==> src/rtl/etr_pkg.sv <==
package etr_pkg;

    localparam int REG_W = 64;
    localparam int HALF_W = 32;

    // access size codes (log2 of bytes)
    localparam logic [1:0] SZ_4B = 2'd2;
    localparam logic [1:0] SZ_8B = 2'd3;

    // word offsets inside the window
    localparam logic [11:0] OFS_CAP  = 12'h000;
    localparam logic [11:0] OFS_CFG  = 12'h010;
    localparam logic [11:0] OFS_ISR  = 12'h020;
    localparam logic [11:0] OFS_CNT  = 12'h0F0;
    localparam logic [11:0] OFS_TMR  = 12'h100;
    localparam int          TMR_SPAN = 32;

    typedef enum logic [1:0] {
        TREG_CFG   = 2'd0,
        TREG_CMP   = 2'd1,
        TREG_ROUTE = 2'd2,
        TREG_NONE  = 2'd3
    } treg_e;

    typedef enum logic [2:0] {
        RS_CAP, RS_CFG, RS_ISR, RS_CNT, RS_TMR, RS_NONE
    } rsel_e;

    typedef struct packed {
        logic             legal;
        logic [REG_W-1:0] wdata;
        logic [REG_W-1:0] wmask;
    } lane_t;

    function automatic logic [REG_W-1:0] lane_read(
        input logic [REG_W-1:0] d,
        input logic             wide,
        input logic             upper
    );
        if (wide)       return d;
        else if (upper) return {{HALF_W{1'b0}}, d[REG_W-1:HALF_W]};
        else            return {{HALF_W{1'b0}}, d[HALF_W-1:0]};
    endfunction

endpackage

==> src/rtl/etr_lane_shaper.sv <==
module etr_lane_shaper
    import etr_pkg::*;
(
    input  logic [2:0]       addr_lo,
    input  logic [1:0]       size,
    input  logic [REG_W-1:0] wdata_in,
    output lane_t            lane
);
    logic wide, narrow;

    always_comb begin
        wide   = (size == SZ_8B) && (addr_lo == 3'b000);
        narrow = (size == SZ_4B) && (addr_lo[1:0] == 2'b00);
        lane.legal = wide || narrow;
        if (size == SZ_8B) begin
            lane.wdata = wdata_in;
            lane.wmask = '1;
        end else if (addr_lo[2]) begin
            lane.wdata = {wdata_in[HALF_W-1:0], {HALF_W{1'b0}}};
            lane.wmask = {{HALF_W{1'b1}}, {HALF_W{1'b0}}};
        end else begin
            lane.wdata = {{HALF_W{1'b0}}, wdata_in[HALF_W-1:0]};
            lane.wmask = {{HALF_W{1'b0}}, {HALF_W{1'b1}}};
        end
    end
endmodule

==> src/rtl/etr_main_counter.sv <==
module etr_main_counter
    import etr_pkg::*;
#(
    parameter int CNT_W = 32
) (
    input  logic             clk,
    input  logic             rst,
    input  logic             run,
    input  logic             tick,
    input  logic             wr,
    input  logic [REG_W-1:0] wdata,
    input  logic [REG_W-1:0] wmask,
    output logic [CNT_W-1:0] count
);
    logic [REG_W-1:0] merged;

    always_comb begin
        merged = ({{(REG_W-CNT_W){1'b0}}, count} & ~wmask) | (wdata & wmask);
    end

    always_ff @(posedge clk) begin
        if (rst)               count <= '0;
        else if (wr)           count <= merged[CNT_W-1:0];
        else if (run && tick)  count <= count + 1'b1;
    end

    // no tick or no run and no write keeps the counter still
    a_r9_hold: assert property (@(posedge clk) disable iff (rst)
        (!wr && !(run && tick)) |=> $stable(count));
    // one tick while running advances by exactly one
    a_r9_step: assert property (@(posedge clk) disable iff (rst)
        (!wr && run && tick) |=> (count == $past(count) + 1'b1));
endmodule

==> src/rtl/etr_global_regs.sv <==
module etr_global_regs
    import etr_pkg::*;
#(
    parameter int NUM_TIMERS = 8
) (
    input  logic                  clk,
    input  logic                  rst,
    input  logic                  cfg_wr,
    input  logic                  isr_wr,
    input  logic [REG_W-1:0]      wdata,
    input  logic [REG_W-1:0]      wmask,
    input  logic [NUM_TIMERS-1:0] isr_set,
    output logic                  run,
    output logic                  legacy,
    output logic                  start_pulse,
    output logic                  stop_pulse,
    output logic [NUM_TIMERS-1:0] isr
);
    logic [1:0]            cfg_next;
    logic [NUM_TIMERS-1:0] clr_bits;

    always_comb begin
        cfg_next = ({legacy, run} & ~wmask[1:0]) | (wdata[1:0] & wmask[1:0]);
        clr_bits = isr_wr ? (wdata[NUM_TIMERS-1:0] & wmask[NUM_TIMERS-1:0] & isr) : '0;
    end

    always_ff @(posedge clk) begin
        if (rst) begin
            run         <= 1'b0;
            legacy      <= 1'b0;
            start_pulse <= 1'b0;
            stop_pulse  <= 1'b0;
            isr         <= '0;
        end else begin
            start_pulse <= cfg_wr && !run && cfg_next[0];
            stop_pulse  <= cfg_wr && run && !cfg_next[0];
            if (cfg_wr) begin
                run    <= cfg_next[0];
                legacy <= cfg_next[1];
            end
            isr <= (isr & ~clr_bits) | isr_set;
        end
    end

    // start and stop never coincide
    a_r7_pulse_excl: assert property (@(posedge clk) disable iff (rst)
        !(start_pulse && stop_pulse));
    // a start pulse follows a rising run bit
    a_r7_start_edge: assert property (@(posedge clk) disable iff (rst)
        start_pulse |-> (run && !$past(run)));
    // a requested set always lands
    a_r8_set_lands: assert property (@(posedge clk) disable iff (rst)
        (|isr_set) |=> ((isr & $past(isr_set)) == $past(isr_set)));
    // a cleared bit without a set is gone
    a_r8_clear_lands: assert property (@(posedge clk) disable iff (rst)
        isr_wr |=> ((isr & $past(clr_bits & ~isr_set)) == '0));
endmodule

==> src/rtl/evt_timer_regfront.sv <==
module evt_timer_regfront
    import etr_pkg::*;
#(
    parameter logic [31:0] BASE_ADDR  = 32'hFED0_0000,
    parameter int          WIN_BYTES  = 1024,
    parameter int          NUM_TIMERS = 8,
    parameter int          TICK_HZ    = 10_000_000,
    parameter logic [15:0] VENDOR_ID  = 16'h8086,
    parameter logic [7:0]  REVISION   = 8'h01
) (
    input  logic                          clk,
    input  logic                          rst,
    input  logic                          req_valid,
    input  logic                          req_write,
    input  logic [31:0]                   req_addr,
    input  logic [1:0]                    req_size,
    input  logic [63:0]                   req_wdata,
    output logic                          rsp_valid,
    output logic [63:0]                   rsp_rdata,
    input  logic                          tick_en,
    input  logic [NUM_TIMERS-1:0]         isr_set,
    output logic                          cnt_enable,
    output logic                          legacy_route,
    output logic                          start_pulse,
    output logic                          stop_pulse,
    output logic                          resched_pulse,
    output logic [31:0]                   main_count,
    output logic [31:0]                   last_read,
    output logic [NUM_TIMERS-1:0]         isr_status,
    output logic                          tmr_wr,
    output logic                          tmr_rd,
    output logic [$clog2(NUM_TIMERS)-1:0] tmr_sel,
    output logic [1:0]                    tmr_reg,
    output logic [63:0]                   tmr_wdata,
    output logic [63:0]                   tmr_wmask,
    input  logic [63:0]                   tmr_rdata
);
    localparam int OFF_W  = $clog2(WIN_BYTES);
    localparam int TIDX_W = $clog2(NUM_TIMERS);
    localparam int CNT_W  = 32;
    localparam logic [63:0] PERIOD_FS = 64'd1_000_000_000_000_000 / 64'(TICK_HZ);
    localparam logic [63:0] CAP_WORD  = {PERIOD_FS[31:0], VENDOR_ID, 1'b1, 1'b0, 1'b0,
                                         5'(NUM_TIMERS - 1), REVISION};
    localparam int TMR_END = int'(OFS_TMR) + NUM_TIMERS * TMR_SPAN;

    logic [31:0]      win_ofs;
    logic [OFF_W-1:0] off;
    logic [OFF_W-1:0] word;
    logic             in_win, claim, acc_ok;
    lane_t            lane;
    rsel_e            rsel;
    logic [OFF_W-1:0] tofs;
    treg_e            tslot;
    logic [REG_W-1:0] raw;

    always_comb begin
        win_ofs = req_addr - BASE_ADDR;
        in_win  = win_ofs < 32'(WIN_BYTES);
        off     = win_ofs[OFF_W-1:0];
        word    = {off[OFF_W-1:3], 3'b000};
        claim   = req_valid && in_win;
        tofs    = off - OFF_W'(OFS_TMR);
    end

    etr_lane_shaper u_lane (
        .addr_lo  (off[2:0]),
        .size     (req_size),
        .wdata_in (req_wdata),
        .lane     (lane)
    );

    always_comb begin
        acc_ok = claim && lane.legal;
        tslot  = treg_e'(tofs[4:3]);
        if (word == OFF_W'(OFS_CAP))      rsel = RS_CAP;
        else if (word == OFF_W'(OFS_CFG)) rsel = RS_CFG;
        else if (word == OFF_W'(OFS_ISR)) rsel = RS_ISR;
        else if (word == OFF_W'(OFS_CNT)) rsel = RS_CNT;
        else if (int'(off) >= int'(OFS_TMR) && int'(off) < TMR_END && tslot != TREG_NONE)
                                          rsel = RS_TMR;
        else                              rsel = RS_NONE;
    end

    // per-timer forwarding
    always_comb begin
        tmr_wr    = acc_ok && req_write && (rsel == RS_TMR);
        tmr_rd    = acc_ok && !req_write && (rsel == RS_TMR);
        tmr_sel   = tofs[5 +: TIDX_W];
        tmr_reg   = tslot;
        tmr_wdata = lane.wdata;
        tmr_wmask = lane.wmask;
    end

    logic cfg_wr, isr_wr, cnt_wr;
    assign cfg_wr = acc_ok && req_write && (rsel == RS_CFG);
    assign isr_wr = acc_ok && req_write && (rsel == RS_ISR);
    assign cnt_wr = acc_ok && req_write && (rsel == RS_CNT);

    etr_global_regs #(.NUM_TIMERS(NUM_TIMERS)) u_glob (
        .clk         (clk),
        .rst         (rst),
        .cfg_wr      (cfg_wr),
        .isr_wr      (isr_wr),
        .wdata       (lane.wdata),
        .wmask       (lane.wmask),
        .isr_set     (isr_set),
        .run         (cnt_enable),
        .legacy      (legacy_route),
        .start_pulse (start_pulse),
        .stop_pulse  (stop_pulse),
        .isr         (isr_status)
    );

    etr_main_counter #(.CNT_W(CNT_W)) u_cnt (
        .clk   (clk),
        .rst   (rst),
        .run   (cnt_enable),
        .tick  (tick_en),
        .wr    (cnt_wr),
        .wdata (lane.wdata),
        .wmask (lane.wmask),
        .count (main_count)
    );

    always_comb begin
        unique case (rsel)
            RS_CAP:  raw = CAP_WORD;
            RS_CFG:  raw = {62'd0, legacy_route, cnt_enable};
            RS_ISR:  raw = {{(REG_W-NUM_TIMERS){1'b0}}, isr_status};
            RS_CNT:  raw = {{(REG_W-CNT_W){1'b0}}, main_count};
            RS_TMR:  raw = tmr_rdata;
            default: raw = '0;
        endcase
    end

    logic rd_claim;
    assign rd_claim = claim && !req_write;

    always_ff @(posedge clk) begin
        if (rst) begin
            rsp_valid     <= 1'b0;
            rsp_rdata     <= '0;
            last_read     <= '0;
            resched_pulse <= 1'b0;
        end else begin
            rsp_valid     <= rd_claim;
            rsp_rdata     <= (rd_claim && lane.legal)
                             ? lane_read(raw, req_size == SZ_8B, off[2]) : '0;
            resched_pulse <= cnt_wr && cnt_enable;
            if (rd_claim && lane.legal && rsel == RS_CNT)
                last_read <= main_count;
        end
    end

    // an illegal read answers with zero
    a_r2_bad_read_zero: assert property (@(posedge clk) disable iff (rst)
        $past(rd_claim && !lane.legal) |-> (rsp_valid && rsp_rdata == '0));
    // unclaimed addresses produce no response
    a_r1_no_claim: assert property (@(posedge clk) disable iff (rst)
        (req_valid && !in_win) |=> !rsp_valid);
    // forwarding strobes are exclusive
    a_r13_fwd_excl: assert property (@(posedge clk) disable iff (rst)
        !(tmr_wr && tmr_rd));
endmodule

==> config.mk <==
export PLATFORM = sky130hd
export DESIGN_NAME = evt_timer_regfront
export DESIGN_NICKNAME = d
export VERILOG_FILES = /design/src/rtl/etr_pkg.sv /design/src/rtl/etr_lane_shaper.sv /design/src/rtl/etr_main_counter.sv /design/src/rtl/etr_global_regs.sv /design/src/rtl/evt_timer_regfront.sv
export SDC_FILE = /design/constraint.sdc
export NUM_CORES = 1
export LEC_CHECK = 0
export ABC_CLOCK_PERIOD_IN_PS = 3100
export BUFFER_PORTS_ARGS = -buffer_cell sky130_fd_sc_hd__buf_2
export CORE_AREA = 5 5 174 176
export DETAILED_ROUTE_END_ITERATION = 16
export DIE_AREA = 0 0 179 181
export PLACE_DENSITY = 0.61
export SKIP_CTS_REPAIR_TIMING = 1
export SYNTH_ARGS = -nofsm -noshare
export SYNTH_HDL_FRONTEND = slang
export SYNTH_HIERARCHICAL = 1
export SYNTH_SLANG_ARGS = --single-unit
==> constraint.sdc <==
create_clock -name clk -period 3.1 [get_ports clk]
set_input_delay 0.31 -clock clk [delete_from_list [all_inputs] [get_ports clk]]
set_output_delay 0.31 -clock clk [all_outputs]
set_load 0.01 [all_outputs]
Word-level counts from Yosys, hierarchy flattened. Index checks and enable logic that the tools add are counted.

Word-level logic and storage cells: 85. Bits in registers: 142.

Equality and inequality tests: 10. Mux-type cells: 13. $add $sub $neg: 3. Bitwise gates (word level): 14. Reduce and logical (&&, ||, !) cells: 32. $lt $le $gt $ge: 3.

Operators by type and width (count): case mux 64 bit (5 select lines) (1); two-way mux 128 bit (2); two-way mux 32 bit (3); AND 32 bit (2); two-way mux 64 bit (1); adder 32 x 1 -> 32 bit, second input constant (1); < comparator 32 x 11 -> 1 bit, second input constant (1); NOT 32 bit (1); OR 32 bit (1); subtractor 32 bit, second input constant (1); AND 8 bit (3); logical AND 1 bit (22); two-way mux 3 bit (4); >= comparator 10 x 9 -> 1 bit, second input constant (1); logical NOT 10 bit (1); < comparator 10 bit, second input constant (1); two-way mux 8 bit (1); NOT 8 bit (1); OR 8 bit (1); subtractor 8 x 1 -> 8 bit, second input constant (1); equality test 7 x 2 -> 1 bit, second input constant (1); equality test 7 x 3 -> 1 bit, second input constant (1); equality test 7 x 5 -> 1 bit, second input constant (1); equality test 3 x 2 -> 1 bit, second input constant (2); 15 further kinds (20).

Longest topological paths before layout.
Word-level depth: 15. Depth in mapped cells: 15. Depth with buffers taken out: 12.

Modules after synthesis. Netlist, hierarchy kept.

By module, submodules not included: evt_timer_regfront (sequential area each 1961.9 um^2, area each 3881.2 um^2, instances 1, cells an instance 444); etr_main_counter (sequential area each 640.6 um^2, area each 2301.0 um^2, instances 1, cells an instance 289); etr_lane_shaper (sequential area each 0.0 um^2, area each 1277.5 um^2, instances 1, cells an instance 214); etr_global_regs (sequential area each 240.2 um^2, area each 459.2 um^2, instances 1, cells an instance 46).

Worst setup path after synthesis. OpenSTA, ideal clock, no wires.

Kind: input -> register. Start point: input port req_addr[2]. End point: register with a tool-made name. Arrival time: 2.664 ns. Library setup time: 0.129 ns. Buffers on the path: 3. Slack: 0.307 ns. Stages: 14. Cell sequence: buf_2 -> a2111oi_0 -> inv_1 -> nor3_1 -> and2_1 -> nand2_1 -> nor2_1 -> buf_2 -> buf_1 -> nand2_1 -> nand3_1 -> o21ai_0 -> a31oi_1 -> nor2_1.

RTL lines: start, declared (RTL line evt_timer_regfront.sv:15) `input logic [31:0] req_addr,`.

==> out/results.tsv <==
stage	metric	value	unit
power	Final Total Pwr	4810	µW
drt	wire length per cell	20.2	µm
yosys	Yosys Warn Count	6	
flow_run	total of max-cap violations	0	
power	maximum ir drop on the vdd rail	0.259	mV
clock_tree	buffer type at the clock tree root	sky130_fd_sc_hd__clkbuf_16	
drt	via density per instance	4.99	
placed_design	Placer Congestion	0.834	
timing	final critical path time including I/O delays and setup	2780	ps
timing	final sum of negative setup slack	0	ps
yosys	combined area of all synthesized cells	7920	µm²
drt	routed vias	8819	
placed_design	count of input and output buffers	451	
clock_tree	total clock buffers created by CTS	17	
finish	area added between synthesis and finish	36.3	%
die	Die ar.	32400	µm²
global_route	number of global-route vias before repair	8549	
die	die height	181	µm
drt	number of violations reported at the end of detailed-routing iteration 0	590	
die	area inside the core boundary	28500	µm²
drt	drt total wl	35800	µm
die	Starting Density	27.8	%
drt	DRC violations left	0	
global_route	first-pass GRT wire length	51800	µm
clock_tree	sink count of the clock tree	142	
clock_tree	clock tree from TritonCTS	built	
yosys	Net Count, Synth	1169	
worst_setup_path	cell type group with the largest total delay on the critical path	simple AND/OR/NAND/NOR gates	
worst_setup_path	category of the most critical setup path	input port to flop	
drt	detailed-router iteration count before antenna repair	7	
die	count of boundary I/O pins	452	
timing	total count of hold-check failures in the final report	0	
yosys	Top FF cell, synth	sky130_fd_sc_hd__dfxtp_1	
power	Leak Pwr	0.00497	µW
placed_design	DP Area	10100	µm²
worst_setup_path	crit-path most repeated cell	sky130_fd_sc_hd__buf_4	
clock_tree	clock latency of the later-clocked register in the worst-skew pair	440	ps
finish	fill cell total of the finished layout	2972	
yosys	count of state elements after synthesis	142	
worst_setup_path	Buffers & Inverters on Critical Path	5	
worst_setup_path	category of the worst setup path launch point	input port	
clock_tree	maximum buffer depth of the clock tree	2	
yosys	proportion of synthesized chip area in sequential cells	35.9	%
timing	pin slew with the least headroom to its limit	869	ps
worst_setup_path	Critical Path AT	3130	ps
finish	number of nets in the final layout	1545	
run_status	outcome	finished, final reports clean	
timing	final-report setup violation count	0	
clock_tree	H-tree level count	4	
timing	Post-Route Skew	10.2	ps
finish	combined flip-flop and latch cell area	2840	µm²
timing	setup repair after global routing missed its margin	false	
yosys	number of synthesized flops with an enable pin	0	
worst_setup_path	critical-path cell with the highest stage delay	sky130_fd_sc_hd__a2111oi_0	
die	x dimension of the die	179	µm
die	standard-cell row count	62	
hold_path	hold crit path type	input port to flop	
drt	residual antenna-violating net count after detailed routing	0	
worst_setup_path	cell chain of the critical path	buf_2 -> a2111oi_0 -> buf_4 -> inv_1 -> nor3_1 -> and2_1 -> nand2_1 -> nor2_4 -> buf_4 -> nand3b_1 -> buf_12 -> nand2b_1 -> o22ai_1	
global_route	number of antenna violations at the first check in global routing	3	
timing	Max-Slew Margin vs Limit	42.1	%
worst_setup_path	required time reported for the critical path endpoint	3450	ps
finish	area taken by multi-input logic gates	4180	µm²
worst_setup_path	critical-path maximum fanout	17	
timing	max-slew violation count	0	
global_route	aggregate global-route resource usage	21.0	%
worst_setup_path	CP endpoint kind	flop	
yosys	Post-synth ARST share	0	%
yosys	number of distinct standard cells referenced by the synthesized netlist	74	
finish	share of cells above drive strength 1	41.4	%
global_route	leftover overflow at the end of global routing	0	
placed_design	detailed placer's ending HPWL	28300	µm
finish	Final Cell Area	10800	µm²
yosys	number of standard cells after synthesis	993	
global_route	pin count of the biggest net entering global routing	43	
worst_setup_path	delay of the slowest cell on the worst path	480	ps
timing	achievable clock frequency	359	MHz
power	power density normalized to cell area	446	nW/µm²
clock_tree	post-CTS clock slew at the launch and capture registers of the worst setup and hold paths	60	ps
yosys	mean cell area of the mapped netlist	7.97	µm²
timing	final period utilization	89.8	%
## per-stage QoR
stage	utilization (%)	std cells	hold slack, ps	worst slack, ps
2_1_floorplan	-	993	388	307
3_3_place_gp	35.5	1734	436	-28.5
3_5_place_dp	35.5	1734	443	-78.8
4_1_cts	37.9	1766	70.6	366
5_1_grt	37.9	1768	80.8	88.0
6_report	37.9	1768	91.6	317
## report_power, final
group | internal (µW) | switching [µW]
clock network | 1510 | 810
registers | 1830 | 16.6
logic | 255 | 387
total | 3600 | 1210
## synthesized netlist by cell type, drive strengths merged, types with 14 or more instances
cell type / number / area share (%)
nand3: 52 / 3.7
mux2i: 34 / 4.3
and2: 25 / 2.0
buf: 109 / 9.9
a221oi: 20 / 2.3
dfxtp: 142 / 36
a211oi: 19 / 1.9
a21oi: 68 / 4.8
o22ai: 16 / 1.3
nand2: 170 / 8.1
nor2: 77 / 3.8
nor3: 35 / 2.8
nand4: 14 / 1.4
o21ai: 46 / 3.0
nor2b: 33 / 2.6
clkbuf: 23 / 1.1
## worst register-to-register path: stages (launching register included)
cell and delay, ps:
sky130_fd_sc_hd__dfxtp_1 560, sky130_fd_sc_hd__and4_1 550, sky130_fd_sc_hd__nand3_1 410, sky130_fd_sc_hd__nor3_1 350, sky130_fd_sc_hd__mux2i_1 230, sky130_fd_sc_hd__o22ai_1 100
## routing by layer
| metal | part of all wire, % | routed length [µm] | track usage, % |
|---|---|---|---|
| met1 | 40 | 14400 | 25.5 |
| met2 | 49 | 17500 | 35.9 |
| met3 | 9.0 | 3240 | 5.52 |
| met4 | 2.1 | 738 | 7.12 |
| met5 | 0 | 0 | 0 |
## layout make-up
class                      instances  share of cell area [%]
tap                              384                    4.45
timing repair buffer             489                    23.8
inverter                          12                   0.417
clock buffer                      22                    4.49
antenna                            2                  0.0464
sequential                       142                    26.3
multi-input combinational        707                    38.8
clock inverter                    10                    1.69
## worst paths after layout
| check | from | endpoint | slack, ps | cells after the start |
|---|---|---|---|---|
| setup / recovery | req_addr[2] | flop | 320 | 13 |
| hold / removal | tmr_rdata[57] | rsp_rdata[57]$_SDFF_PP0_ | 90 | 2 |
| setup reg to reg | flop | flop | 760 | 5 |
| hold reg to reg | last_read[22]$_SDFFE_PP0P_ | last_read[22]$_SDFFE_PP0P_ | 450 | 2 |
## kinds of logic (layout without fill, tap and decap cells)
logic type,after synthesis,in the layout,synth area share (%)
flops,142,142,35.9
compound gates,207,207,17.4
buf+inv,144,533,11.6
xor+xnor,5,5,0.553
fa+ha+maj,1,1,0.158
mux,34,34,4.30
simple gates,460,460,30.1
other cells,0,2,0
## layout by cell type (no fill, tap or decap), drive strengths merged, types with 12 or more instances in the layout
cell type / count
o21ai: 46
a21oi: 68
buf: 489
o22ai: 16
a221oi: 20
nand4: 14
nor2b: 33
dfxtp: 142
nand2: 170
and2: 25
nand3: 52
mux2i: 34
inv: 12
clkbuf: 22
nor3: 35
a211oi: 19
nor2: 77
(Power assumes the default switching activity.)
